--- src/rtl/clkout_pkg.sv ---
package clkout_pkg;
  localparam int POST_W = 5;

  typedef enum logic [1:0] {
    ROLE_OE   = 2'd0,
    ROLE_PD   = 2'd1,
    ROLE_FSEL = 2'd2,
    ROLE_NONE = 2'd3
  } pin_role_e;

  localparam logic [1:0] C0_PLL_DIV = 2'd0;
  localparam logic [1:0] C0_REF     = 2'd1;
  localparam logic [1:0] C0_REF_DIV = 2'd2;

  localparam logic [1:0] C1_REF      = 2'd0;
  localparam logic [1:0] C1_REF_HALF = 2'd1;
  localparam logic [1:0] C1_C0       = 2'd2;
  localparam logic [1:0] C1_C0_HALF  = 2'd3;
endpackage

--- src/rtl/clkout_div.sv ---
module clkout_div #(
  parameter int W = 5
) (
  input  logic         clk_i,
  input  logic         rst_ni,
  input  logic         run_i,
  input  logic         tick_i,
  input  logic [W-1:0] ratio_i,
  output logic         q_o
);
  logic [W-1:0] cnt_q;
  logic [W-1:0] ratio_eff;

  // zero setting would stall the output; treat as one
  assign ratio_eff = (ratio_i == '0) ? W'(1) : ratio_i;

  always_ff @(posedge clk_i or negedge rst_ni) begin
    if (!rst_ni) begin
      cnt_q <= '0;
      q_o   <= 1'b0;
    end else if (!run_i) begin
      cnt_q <= '0;
      q_o   <= 1'b0;
    end else if (tick_i) begin
      if (cnt_q <= W'(1)) begin
        q_o   <= ~q_o;
        cnt_q <= ratio_eff;  // new setting taken only here
      end else begin
        cnt_q <= cnt_q - W'(1);
      end
    end
  end

  assert_toggle_on_tick_R4: assert property (@(posedge clk_i) disable iff (!rst_ni)
    (q_o != $past(q_o)) && $past(run_i) |-> $past(tick_i));

  assert_stop_when_down_R7: assert property (@(posedge clk_i) disable iff (!rst_ni)
    !run_i |=> (!q_o && cnt_q == '0));
endmodule

--- src/rtl/clkout_gate.sv ---
module clkout_gate (
  input  logic clk_i,
  input  logic rst_ni,
  input  logic src_i,
  input  logic want_i,
  input  logic float_i,
  output logic data_o,
  output logic oe_o
);
  logic en_q;

  // enable moves only while the source is low
  always_ff @(posedge clk_i or negedge rst_ni) begin
    if (!rst_ni)     en_q <= 1'b0;
    else if (!src_i) en_q <= want_i;
  end

  assign data_o = src_i & en_q;
  assign oe_o   = en_q | ~float_i;

  assert_gate_moves_low_R10: assert property (@(posedge clk_i) disable iff (!rst_ni)
    !$stable(en_q) |-> !$past(src_i));

  assert_no_close_when_wanted_R6: assert property (@(posedge clk_i) disable iff (!rst_ni)
    want_i && $past(want_i) |-> !$fell(en_q));
endmodule

--- src/rtl/clkout_mode.sv ---
module clkout_mode
  import clkout_pkg::*;
(
  input  logic       clk_i,
  input  logic       rst_ni,
  input  logic [1:0] role_i,
  input  logic       pin_i,
  output logic       run_o,
  output logic       want0_o,
  output logic       want1_o,
  output logic       sel2_o
);
  logic [1:0] sync_q;
  logic       pin_s;
  logic       oe_off, pd_off;

  // pin idles high: reset the synchroniser to 1
  always_ff @(posedge clk_i or negedge rst_ni) begin
    if (!rst_ni) sync_q <= 2'b11;
    else         sync_q <= {sync_q[0], pin_i};
  end
  assign pin_s = sync_q[1];

  assign oe_off  = (role_i == ROLE_OE)   && !pin_s;
  assign pd_off  = (role_i == ROLE_PD)   && !pin_s;
  assign sel2_o  = (role_i == ROLE_FSEL) && !pin_s;
  assign run_o   = !pd_off;
  assign want0_o = !oe_off && !pd_off;
  assign want1_o = !pd_off;

  assert_one_role_active_R5: assert property (@(posedge clk_i) disable iff (!rst_ni)
    $onehot0({oe_off, pd_off, sel2_o}));

  assert_set2_only_in_select_R9: assert property (@(posedge clk_i) disable iff (!rst_ni)
    sel2_o |-> (run_o && want0_o));
endmodule

--- src/rtl/clkout_ctrl.sv ---
module clkout_ctrl
  import clkout_pkg::*;
#(
  parameter int P_W = clkout_pkg::POST_W
) (
  input  logic           clk_i,
  input  logic           rst_ni,
  input  logic           ref_i,
  input  logic           pll_i,
  input  logic [1:0]     pin_role_i,
  input  logic           pin_i,
  input  logic           float_off_i,
  input  logic [P_W-1:0] s1_post_i,
  input  logic [1:0]     s1_c0_sel_i,
  input  logic [1:0]     s1_c1_sel_i,
  input  logic [P_W-1:0] s2_post_i,
  input  logic [1:0]     s2_c0_sel_i,
  input  logic [1:0]     s2_c1_sel_i,
  output logic           clk0_o,
  output logic           clk0_oe_o,
  output logic           clk1_o,
  output logic           clk1_oe_o
);
  localparam int NDIV    = 4;
  localparam int D_PLL   = 0;
  localparam int D_REF   = 1;
  localparam int D_REFH  = 2;
  localparam int D_C0H   = 3;

  logic           run, want0, want1, sel2;
  logic [P_W-1:0] post;
  logic [1:0]     c0_sel, c1_sel;
  logic           ref_q, pll_q, c0_q;
  logic           c0_src, c1_src;
  logic [NDIV-1:0] tick, dq;
  logic [P_W-1:0]  ratio [NDIV];

  clkout_mode u_mode (
    .clk_i   (clk_i),
    .rst_ni  (rst_ni),
    .role_i  (pin_role_i),
    .pin_i   (pin_i),
    .run_o   (run),
    .want0_o (want0),
    .want1_o (want1),
    .sel2_o  (sel2)
  );

  assign post   = sel2 ? s2_post_i   : s1_post_i;
  assign c0_sel = sel2 ? s2_c0_sel_i : s1_c0_sel_i;
  assign c1_sel = sel2 ? s2_c1_sel_i : s1_c1_sel_i;

  always_ff @(posedge clk_i or negedge rst_ni) begin
    if (!rst_ni) begin
      ref_q <= 1'b0;
      pll_q <= 1'b0;
      c0_q  <= 1'b0;
    end else begin
      ref_q <= ref_i;
      pll_q <= pll_i;
      c0_q  <= c0_src;
    end
  end

  always_comb begin
    tick[D_PLL]  = pll_i  & ~pll_q;
    tick[D_REF]  = ref_i  & ~ref_q;
    tick[D_REFH] = ref_i  & ~ref_q;
    tick[D_C0H]  = c0_src & ~c0_q;
    ratio[D_PLL]  = post;
    ratio[D_REF]  = post;
    ratio[D_REFH] = P_W'(1);
    ratio[D_C0H]  = P_W'(1);
  end

  for (genvar g = 0; g < NDIV; g++) begin : g_div
    clkout_div #(.W(P_W)) u_div (
      .clk_i   (clk_i),
      .rst_ni  (rst_ni),
      .run_i   (run),
      .tick_i  (tick[g]),
      .ratio_i (ratio[g]),
      .q_o     (dq[g])
    );
  end

  always_comb begin
    unique case (c0_sel)
      C0_PLL_DIV: c0_src = dq[D_PLL];
      C0_REF_DIV: c0_src = dq[D_REF];
      default:    c0_src = ref_i;
    endcase
  end

  always_comb begin
    unique case (c1_sel)
      C1_REF:      c1_src = ref_i;
      C1_REF_HALF: c1_src = dq[D_REFH];
      C1_C0:       c1_src = c0_src;
      default:     c1_src = dq[D_C0H];
    endcase
  end

  clkout_gate u_gate0 (
    .clk_i   (clk_i),
    .rst_ni  (rst_ni),
    .src_i   (c0_src),
    .want_i  (want0),
    .float_i (float_off_i),
    .data_o  (clk0_o),
    .oe_o    (clk0_oe_o)
  );

  clkout_gate u_gate1 (
    .clk_i   (clk_i),
    .rst_ni  (rst_ni),
    .src_i   (c1_src),
    .want_i  (want1),
    .float_i (float_off_i),
    .data_o  (clk1_o),
    .oe_o    (clk1_oe_o)
  );

  assert_pd_drains_outputs_R7: assert property (@(posedge clk_i) disable iff (!rst_ni)
    !run && $past(!run) && !ref_i && !$past(ref_i) |-> (!clk0_o && !clk1_o));
endmodule

--- config.mk ---
export PLATFORM = sky130hd
export DESIGN_NAME = clkout_ctrl
export DESIGN_NICKNAME = d
export VERILOG_FILES = /design/src/rtl/clkout_pkg.sv /design/src/rtl/clkout_div.sv /design/src/rtl/clkout_gate.sv /design/src/rtl/clkout_mode.sv /design/src/rtl/clkout_ctrl.sv
export SDC_FILE = /design/constraint.sdc
export NUM_CORES = 1
export LEC_CHECK = 0
export ABC_AREA = 1
export BUFFER_PORTS_ARGS = -buffer_cell sky130_fd_sc_hd__buf_2
export CORE_ASPECT_RATIO = 1.75
export CORE_UTILIZATION = 40
export DETAILED_ROUTE_END_ITERATION = 8
export SLEW_MARGIN = 0
export SYNTH_ARGS = -nofsm -noshare
export SYNTH_HDL_FRONTEND = slang
export SYNTH_SLANG_ARGS = --single-unit
--- constraint.sdc ---
create_clock -name clk_i -period 3.6 [get_ports clk_i]
set_input_delay 0.36 -clock clk_i [delete_from_list [all_inputs] [get_ports clk_i]]
set_output_delay 0.36 -clock clk_i [all_outputs]
set_load 0.005 [all_outputs]
== Yosys cells after proc, flatten, opt, wreduce, memory -nomap -nowiden ==
Cells that the tools add are included.
Storage, ports and cells
  register bits: 31
  bits of input ports: 26
  output and inout bits: 4
  logic and storage cells: 94
Cells by class
  order comparisons: 4
  $add $sub $neg: 4
  bitwise gates (word level): 15
  equal/unequal tests: 5
  reductions and logical operators: 22
  muxes and demuxes: 30
Operators with widths (count)
  $mux W5: 14
  $le A5 B1 Y1 const B: 4
  $sub A5 B1 Y5 const B: 4
  $reduce_bool A2 Y1: 7
  $mux W1: 12
  $not A1 Y1: 8
  $reduce_and A2 Y1: 4
  $eq A2 B2 Y1 const B: 3
  $logic_not A2 Y1: 3
  $and A1 B1 Y1: 5
  $logic_not A5 Y1: 1
  $eq A2 B1 Y1 const B: 2
  $logic_and A1 B1 Y1: 4
  $mux W2: 2
  $logic_not A1 Y1: 3
  $pmux W1 S3: 1
  $or A1 B1 Y1: 2
  $pmux W1 S2: 1

== Longest topological paths before layout ==
Gate-level depths: netlist of run 1.
  depth in word-level cells: 8
  depth in mapped cells: 11
  gate-level depth less buffers: 11

== By module ==
A second synthesis of run 1 with hierarchy kept.
Second synthesis, totals
  cell total of the unflattened synthesis: 358
  area, all modules: 2384.8 um^2
By module, submodules not included
  clkout_div: area each 466.7 um^2, sequential area each 150.1 um^2, times used 4, cells an instance 69
  clkout_ctrl: area each 326.6 um^2, sequential area each 75.1 um^2, times used 1, cells an instance 57
  clkout_gate: area each 51.3 um^2, sequential area each 25.0 um^2, times used 2, cells an instance 8
  clkout_mode: area each 88.8 um^2, sequential area each 52.6 um^2, times used 1, cells an instance 9

== Worst setup path before layout of run 1 ==
Ideal clock, no wire load.
  path kind: register to output
  from: reg u_mode.sync_q[1]
  to: out clk1_o
  arrival time: 1299 ps
  required time: 3240 ps
  path buffers: 1
  cell stages (with the launch flop): 10
  slack: 1941 ps
  cell sequence: dfstp_2 > inv_1 > nand3_4 > buf_6 > nand2_1 > o21ai_2 > inv_1 > o211ai_1 > nand3_1 > inv_1
On the way
  cells in the longest elaborated chain, start to end: 7
  elaborated cells between the ends (all ways): 12
  classes of those cells: 3 x eq/ne; 4 x mux; 1 x bitwise; 4 x reduce/logical
RTL lines
  start, declared: line clkout_mode.sv:13  | logic [1:0] sync_q;
  start signal, assigned: line clkout_mode.sv:20  | else sync_q <= {sync_q[0], pin_i};
  $logic_not A1 Y1 (*): line clkout_mode.sv:26  | assign sel2_o = (role_i == ROLE_FSEL) && !pin_s;
  $logic_and A1 B1 Y1 (*): line clkout_mode.sv:26
  $mux W2: line clkout_ctrl.sv:50  | assign c0_sel = sel2 ? s2_c0_sel_i : s1_c0_sel_i;
  $eq A2 B2 Y1 / $logic_not A2 Y1 (equally long branches): line clkout_ctrl.sv:88  | unique case (c0_sel)
  $pmux W1 S2: line clkout_ctrl.sv:88
  $pmux W1 S3 (*): line clkout_ctrl.sv:96  | unique case (c1_sel)
  $and A1 B1 Y1 (*): line clkout_gate.sv:18  | assign data_o = src_i & en_q;
  end, declared: line clkout_ctrl.sv:21  | output logic clk1_o,
Every way passes the cells marked *; elsewhere a longest branch is shown, timed or not.

== Final worst setup path of run 1 ==
Same ends and word-level chain as after synthesis.

==> summary.md, run 1 <==
| Metric | Value |
|---|---|
| Antenna cells | `0` |
| Post-layout min period | `2.22 ns` |
| I/O pins | `30` |
| Simple-Gate Fraction of Synth Area | `0.278` |
| Mapped Nets | `289` |
| Gp weighted congestion | `0.804` |
| Period utilisation layout | `0.617` |
| Final hold violations | `0` |
| CP max FO | `17` |
| Worst path slowest cell | `dfstp_2` |
| Xor-xnor portion of the synthesized cell area | `0.0179` |
| CP peak stage delay | `0.54 ns` |
| Worst hold path class | `in2async` |
| Synthesized flop and latch total | `31` |
| Multi-input gate area | `983 um^2` |
| Sequential Area | `778 um^2` |
| Worst Tran Pin Value | `0.726 ns` |
| Final wirelength | `4.09 mm` |
| Relative slew slack | `0.516` |
| Die Height | `94.6 um` |
| Mapped Cells | `255` |
| Fin area | `2260 um^2` |
| Final Net Count | `324` |
| Setup violations, final | `0` |
| CTS tree | `done` |
| Largest family of logic cells by synthesized area | `simple AND/OR/NAND/NOR gates` |
| Vias in the first global route | `1720` |
| Iteration-0 DRC Markers | `28` |
| Routed Antenna Nets | `0` |
| Initial antenna violation count | `0` |
| Port buffer count | `29` |
| Leakage power | `0.00121 uW` |
| Fmax | `450 MHz` |
| Register area share after synthesis | `0.397` |
| Total CTS buffers | `5` |
| Critical path, cell by cell | `inv_1, nand3_4, nand2_1, o21ai_1, nand3_2, nand3_1, nand2_1, nand3_1, inv_1, buf_2` |
| Starting Density | `0.416` |
| Async S/R FF share, synth | `1.00` |
| WP depth | `10` |
| Post_cts resized | `0` |
| HPWL Detailed | `3.19 mm` |
| Yosys warns | `0` |
| Area delta synth->final | `15.3%` |
| Gr usage total | `0.185` |
| Outcome | `finished clean` |
| Skew final | `0.00671 ns` |
| DRC Markers | `0` |
| Maximum vdd drop | `0.000372 V` |
| Area after DPL | `2160 um^2` |
| Worst EP required | `3.24 ns` |
| H-Tree Depth | `2` |
| Clk_lat worst skew | `0.28 ns` |
| Inst Count DP | `335` |
| First-pass GRT wire length | `6.86 mm` |
| Critical path type | `reg2out` |
| Startpoint types | `register` |
| Total of max-cap violations | `0` |
| Critical Path AT | `1.86 ns` |
| CTS sink cnt | `31` |
| Synth Area in Compound Gates | `0.150` |
| Avg Cell Area, Syn | `7.68 um^2` |
| Die Area | `5190 um^2` |
| Clock buffer depth | `2` |
| Library cells used by synthesis | `35` |
| Post-synth EDFFs | `0` |
| TritonRoute pass-1 iters | `4` |
| Post-synthesis adder-cell area fraction | `0.0511` |
| DR vias | `1730` |
| Final core utilization | `0.480` |
| Ys flop type | `dfrtp_1` |
| Post-synthesis mux area share | `0.00511` |
| CORE AREA | `4710 um^2` |
| Fraction of layout cells with a size suffix above 1 | `0.227` |
| Mapped Area | `1960 um^2` |
| Layout Cells excl Fill | `343` |
| Critical path endpoint category | `primary output` |
| Std cell rows | `33` |
| # hold bufs at CTS | `0` |
| Post-CTS Setup Repair Bufs | `0` |
| DR vias/cell | `5.04` |
| Max-slew violations | `0` |
| Root Driver | `clkbuf_8` |
| Setup TNS | `0 ns` |
| Wire per inst | `11.9 um` |
| Clk slew on worst S/H paths | `0.07 ns` |
| Largest net degree at the start of global routing | `32` |
| Pwr Total | `1600 uW` |
| DIE WIDTH | `54.9 um` |
| Pwr dens | `708 nW/um^2` |
| Buf/Inv on CP | `3` |
| Top delay family on crit path | `simple AND/OR/NAND/NOR gates` |
| Filler Cell Count | `495` |
| RSZ-0062 raised after global routing | `no` |
| Global route overflow | `0` |
| R2R depth | `11` |
[power by group]
part | switching [uW] | internal, uW
sequential | 99.6 | 482
combinational | 438 | 278
clock | 127 | 174
total | 665 | 934
[metal layers]
layer | share of wire | track usage
met5 | 0 | 0
met4 | 0.028 | 0.104
met3 | 0.033 | 0.0403
met2 | 0.55 | 0.331
met1 | 0.39 | 0.183
[layout make-up]
class,instances,area share
Tap cell,52,0.0288
Multi-Input combinational cell,174,0.435
Timing Repair Buffer,29,0.0643
Clock buffer,8,0.0443
Inverter,49,0.0825
Sequential cell,31,0.345
[metrics by stage]
step | hold slack [ns] | worst slack [ns]
finish | 0.132 | 1.38
detailed placement | 0.357 | 1.67
floorplan | 0.0644 | 1.94
global placement | 0.349 | 1.72
CTS | 0.152 | 1.36
global route | 0.165 | 1.18
[registers in the layout, indices dropped and copies added, names as in the netlist]
name / cells
g_div.u_div.cnt_q: 20
g_div.u_div.q_o: 4
u_mode.sync_q: 2
c0_q: 1
pll_q: 1
ref_q: 1
u_gate0.en_q: 1
u_gate1.en_q: 1
[placed cells by master (no fill, tap or decap)]
master / instances
nand2_4: 2
xor2_1: 4
o21a_1: 1
dfstp_2: 2
nand3_1: 13
nand3b_1: 1
nand3_2: 3
inv_4: 1
nand2_1: 56
o21ai_2: 4
a21oi_1: 11
o21bai_1: 1
buf_2: 29
clkbuf_8: 7
dfrtp_1: 29
mux2i_1: 1
o32ai_1: 1
nor3_1: 4
nor4_1: 2
o31ai_1: 1
nand3_4: 1
nand4_1: 1
or2_2: 2
inv_1: 44
o211ai_2: 1
inv_2: 4
o211ai_1: 3
a31oi_1: 2
nor2_2: 6
clkbuf_1: 1
nor2_1: 14
nand2_2: 2
ha_1: 8
o21ai_1: 10
nor3b_1: 2
o21ai_0: 15
nor2_4: 2
[kinds of logic (layout without fill, tap and decap cells)]
| kind of cell | count (synthesis) | in the layout |
|---|---|---|
| adder cells (fa/ha/maj) | 8 | 8 |
| AND/OR/NAND/NOR | 111 | 111 |
| AO/OA/AOI/OAI | 50 | 50 |
| flip-flops | 31 | 31 |
| buffers and inverters | 50 | 86 |
| multiplexers | 1 | 1 |
| XOR/XNOR | 4 | 4 |
[cell usage after synthesis, types with 2 or more instances]
library cell  count  area [um^2]
nand2_1          56          210
inv_1            44          165
dfrtp_1          29          726
o21ai_0          15         75.1
nor2_1           14         52.6
nand3_1          13         65.1
a21oi_1          11         55.1
o21ai_1          10         50.1
ha_1              8          100
nor2_2            6         37.5
inv_2             4         15.0
nor3_1            4         20.0
o21ai_2           4         35.0
xor2_1            4         35.0
nand3_2           3         30.0
o211ai_1          3         22.5
a31oi_1           2         12.5
dfstp_2           2         52.6
nand2_2           2         12.5
nand2_4           2         22.5
nor2_4            2         22.5
nor3b_1           2         15.0
nor4_1            2         12.5
or2_2             2         12.5
[final timing paths]
check | from | to | slack [ns]
min in group clk_i | pin_i | u_mode.sync_q[0] | 0.18
max in group asynchronous | rst_ni | g_div[3].u_div.cnt_q[0] | 2.99
worst min-delay path | rst_ni | pll_q | 0.13
worst min register to register | u_mode.sync_q[0] | u_mode.sync_q[1] | 0.37
worst max-delay path | u_mode.sync_q[1] | clk1_o | 1.38
worst max register to register | u_mode.sync_q[1] | g_div[3].u_div.q_o | 1.93
Note: power is estimated with default switching activity, not from simulation.
==> run 2, diff against run 1 <==
Settings changed: ABC_AREA 1 to 0.
Clock period 3.6 ns to 1.8 ns, I/O delays scaled along.
==> run 2 against run 1 <==
Net effect:
- the flow now finishes with violations (negative setup slack)
- clock-buffer cell count decreased by 3
- register-to-register slack got worse by 2.1 ns
- wire length decreased by 0.37%
- via count decreased by 6.9%
- critical endpoint unchanged
==> summary.md, run 2 <==
| Metric | Value |
|---|---|
| TritonRoute pass-1 iters | `4 (unchanged)` |
| Clock buffer depth | `2 (unchanged)` |
| Starting Density | `0.419 (was 0.416)` |
| Worst reg2reg startpoint | `u_mode.sync_q[1] (unchanged)` |
| Root Driver | `clkbuf_8 (unchanged)` |
| First-pass GRT wire length | `6.82 mm (was 6.86 mm)` |
| HPWL Detailed | `3.06 mm (was 3.19 mm)` |
| Yosys warns | `0 (unchanged)` |
| Gr usage total | `0.190 (was 0.185)` |
| Ranking of synthesized cells by area | `dfrtp_1 39%, mux2i_1 6.0%, ha_1 5.4% (was dfrtp_1 37%, nand2_1 11%, inv_1 8.4%)` |
| Worst hold path class | `in2reg (was in2async)` |
| Antenna cells | `0 (unchanged)` |
| CP max FO | `4 (was 17)` |
| Clk_lat worst skew | `0.28 ns (about the same)` |
| Synthesized flop and latch total | `31 (unchanged)` |
| Std cell rows | `32 (was 33)` |
| Final core utilization | `0.525 (was 0.480)` |
| Maximum vdd drop | `0.000907 V (was 0.000372 V)` |
| Critical path type | `reg2out (unchanged)` |
| Hold Slack | `0.0329 ns (was 0.132 ns)` |
| Post-synth EDFFs | `0 (unchanged)` |
| Skew final | `0.00293 ns (was 0.00671 ns)` |
| Fraction of layout cells with a size suffix above 1 | `0.280 (was 0.227)` |
| Library cells used by synthesis | `39 (was 35)` |
| Largest net degree at the start of global routing | `32 (unchanged)` |
| Failing checks | `negative setup slack` |
| DR vias/cell | `5.35 (was 5.04)` |
| Max-slew violations | `0 (unchanged)` |
| Outcome | `finished with violations (was finished clean)` |
| Die Area | `4900 um^2 (was 5190 um^2)` |
| Pwr Total | `3100 uW (was 1600 uW)` |
| Mapped Area | `1850 um^2 (was 1960 um^2)` |
| Ys flop type | `dfrtp_1 (unchanged)` |
| Pwr dens | `1340 nW/um^2 (was 708 nW/um^2)` |
| Clk slew on worst S/H paths | `0.07 ns (about the same)` |
| Area after DPL | `2150 um^2 (was 2160 um^2)` |
| Async S/R FF share, synth | `1.00 (unchanged)` |
| Final Net Count | `283 (was 324)` |
| DRC Markers | `0 (unchanged)` |
| Fin area | `2310 um^2 (was 2260 um^2)` |
| Wire per inst | `13.5 um (was 11.9 um)` |
| H-Tree Depth | `2 (unchanged)` |
| Critical Path AT | `1.94 ns (was 1.86 ns)` |
| Iteration-0 DRC Markers | `37 (was 28)` |
| Mapped Cells | `201 (was 255)` |
| Avg Cell Area, Syn | `9.18 um^2 (was 7.68 um^2)` |
| Total CTS buffers | `5 (unchanged)` |
| Final setup margin | `-0.318 ns (was 1.38 ns)` |
| Initial antenna violation count | `0 (unchanged)` |
| Critical path, cell by cell | `nor3b_4, mux2_4, a211o_1, a22oi_2, and2_1, buf_2 (was inv_1, nand3_4, nand2_1, o21ai_1, nand3_2, nand3_1, nand2_1, nand3_1, inv_1, buf_2)` |
| Critical Path Start | `u_mode.sync_q[1] (unchanged)` |
| Min-delay src | `pll_i` |
| Startpoint types | `register (unchanged)` |
| Most numerous cell in the Yosys netlist | `dfrtp_1 (was nand2_1)` |
| CTS sink cnt | `31 (unchanged)` |
| Top cells by count, synth | `29 x dfrtp_1, 23 x nor2_1, 16 x a21oi_1, 16 x nand2_1 (was 56 x nand2_1, 44 x inv_1, 29 x dfrtp_1)` |
| Die Height | `91.9 um (was 94.6 um)` |
| I/O pins | `30 (unchanged)` |
| Mapped Nets | `235 (was 289)` |
| Top delay family on crit path | `compound AO/OA/AOI/OAI gates (was simple AND/OR/NAND/NOR gates)` |
| CORE AREA | `4400 um^2 (was 4710 um^2)` |
| Gp weighted congestion | `0.758 (was 0.804)` |
| Post-layout min period | `2.12 ns` |
| Final hold violations | `0 (unchanged)` |
| RSZ-0062 raised after global routing | `yes (was no)` |
| Largest area contributor in the netlist | `dfrtp_1 (unchanged)` |
| Most frequent cells in the layout | `29 x dfrtp_1, 29 x buf_2, 23 x nor2_1 (was 56 x nand2_1, 44 x inv_1, 29 x dfrtp_1, 29 x buf_2, 15 x o21ai_0)` |
| Filler Cell Count | `433 (was 495)` |
| Fmax | `472 MHz` |
| Period utilisation layout | `1.18` |
| Setup violations, final | `4 (was 0)` |
| Final wirelength | `4.08 mm (was 4.09 mm)` |
| Biggest register | `g_div.u_div.cnt_q (unchanged)` |
| Port buffer count | `29 (unchanged)` |
| Total of max-cap violations | `0 (unchanged)` |
| Area delta synth->final | `25.2% (was 15.3%)` |
| CTS tree | `done (unchanged)` |
| Worst Tran Pin Value | `0.682 ns (was 0.726 ns)` |
| Vias in the first global route | `1621 (was 1720)` |
| Routed Antenna Nets | `0 (unchanged)` |
| Worst path slowest cell | `dfstp_2 (unchanged)` |
| Largest register FFs | `20 (unchanged)` |
| Relative slew slack | `0.545 (was 0.516)` |
| Synth top area share | `0.393 (was 0.370)` |
| Critical path endpoint category | `primary output (unchanged)` |
| DIE WIDTH | `53.3 um (was 54.9 um)` |
| Biggest regs | `g_div.u_div.cnt_q: 20 flops, g_div.u_div.q_o: 4 flops, u_mode.sync_q: 2 flops (unchanged)` |
| Buf/Inv on CP | `1 (was 3)` |
| Register area share after synthesis | `0.422 (was 0.397)` |
| Worst EP required | `1.62 ns (was 3.24 ns)` |
| Leakage power | `0.00106 uW (was 0.00121 uW)` |
| Global route overflow | `0 (unchanged)` |
| DR vias | `1610 (was 1730)` |
| CP peak stage delay | `0.38 ns (was 0.54 ns)` |
[run 2: repair_timing]
action,in CTS,in global routing
resized for setup,1,8
hold buffers,2,0
hold endpoints to repair,30,0
setup endpoints to repair,8,11
setup buffers,2,0
pin swaps,2,2
[run 2: path summary, 6_finish.rpt]
path / to / slack, ns / depth (start not counted)
worst max-delay path: clk1_o / -0.32 / 6
worst min-delay path: pll_q / 0.03 / 1
worst max register to register: u_gate1.en_q / -0.15 / 6
worst min register to register: u_mode.sync_q[1] / 0.36 / 0
max in group asynchronous: g_div[2].u_div.q_o / 0.88 / 2
min in group asynchronous: g_div[0].u_div.cnt_q[4] / 0.47 / 2
[run 2: cell type report]
cell class	count	area, um^2	share of cell area
clock buffers	5	68.8	0.0298
flip-flops and latches	31	778	0.337
multi-input cells	153	1060	0.460
well taps	51	63.8	0.0276
repair buffers	46	278	0.120
clock inverters	3	15.0	0.00650
inverters	12	45.0	0.0195
[run 2: cells by family (layout without fill, tap and decap cells)]
family	Yosys count	in the layout	synth area share
xor+xnor	3	3	0.0142
compound gates	49	49	0.176
flops	31	31	0.422
mux	16	16	0.0902
fa+ha+maj	8	8	0.0542
simple gates	77	77	0.205
buf+inv	17	66	0.0386
[run 2: power breakdown]
part	switching [uW]	internal (uW)	total, uW	leakage [uW]
Combinational	700	679	1380	0.000630
Clock	254	264	518	0.0000477
Sequential	255	951	1210	0.000384
[run 2: metal layers]
layer,vias to the layer above,part of all wire,global-route usage
met3,6,0.040,0.0299
met4,0,0.019,0.0789
met2,44,0.53,0.344
met1,751,0.41,0.205
li1,809,-,-
met5,-,0,0
[run 2: metrics by stage]
step	std cells	setup TNS (ns)	worst slack, ns
after floorplan	201	0	0.000104
after global placement	289	-0.0713	-0.0491
after detailed placement	289	-0.247	-0.0733
after CTS	301	-0.765	-0.302
after global routing	301	-1.44	-0.430
final	301	-0.768	-0.318
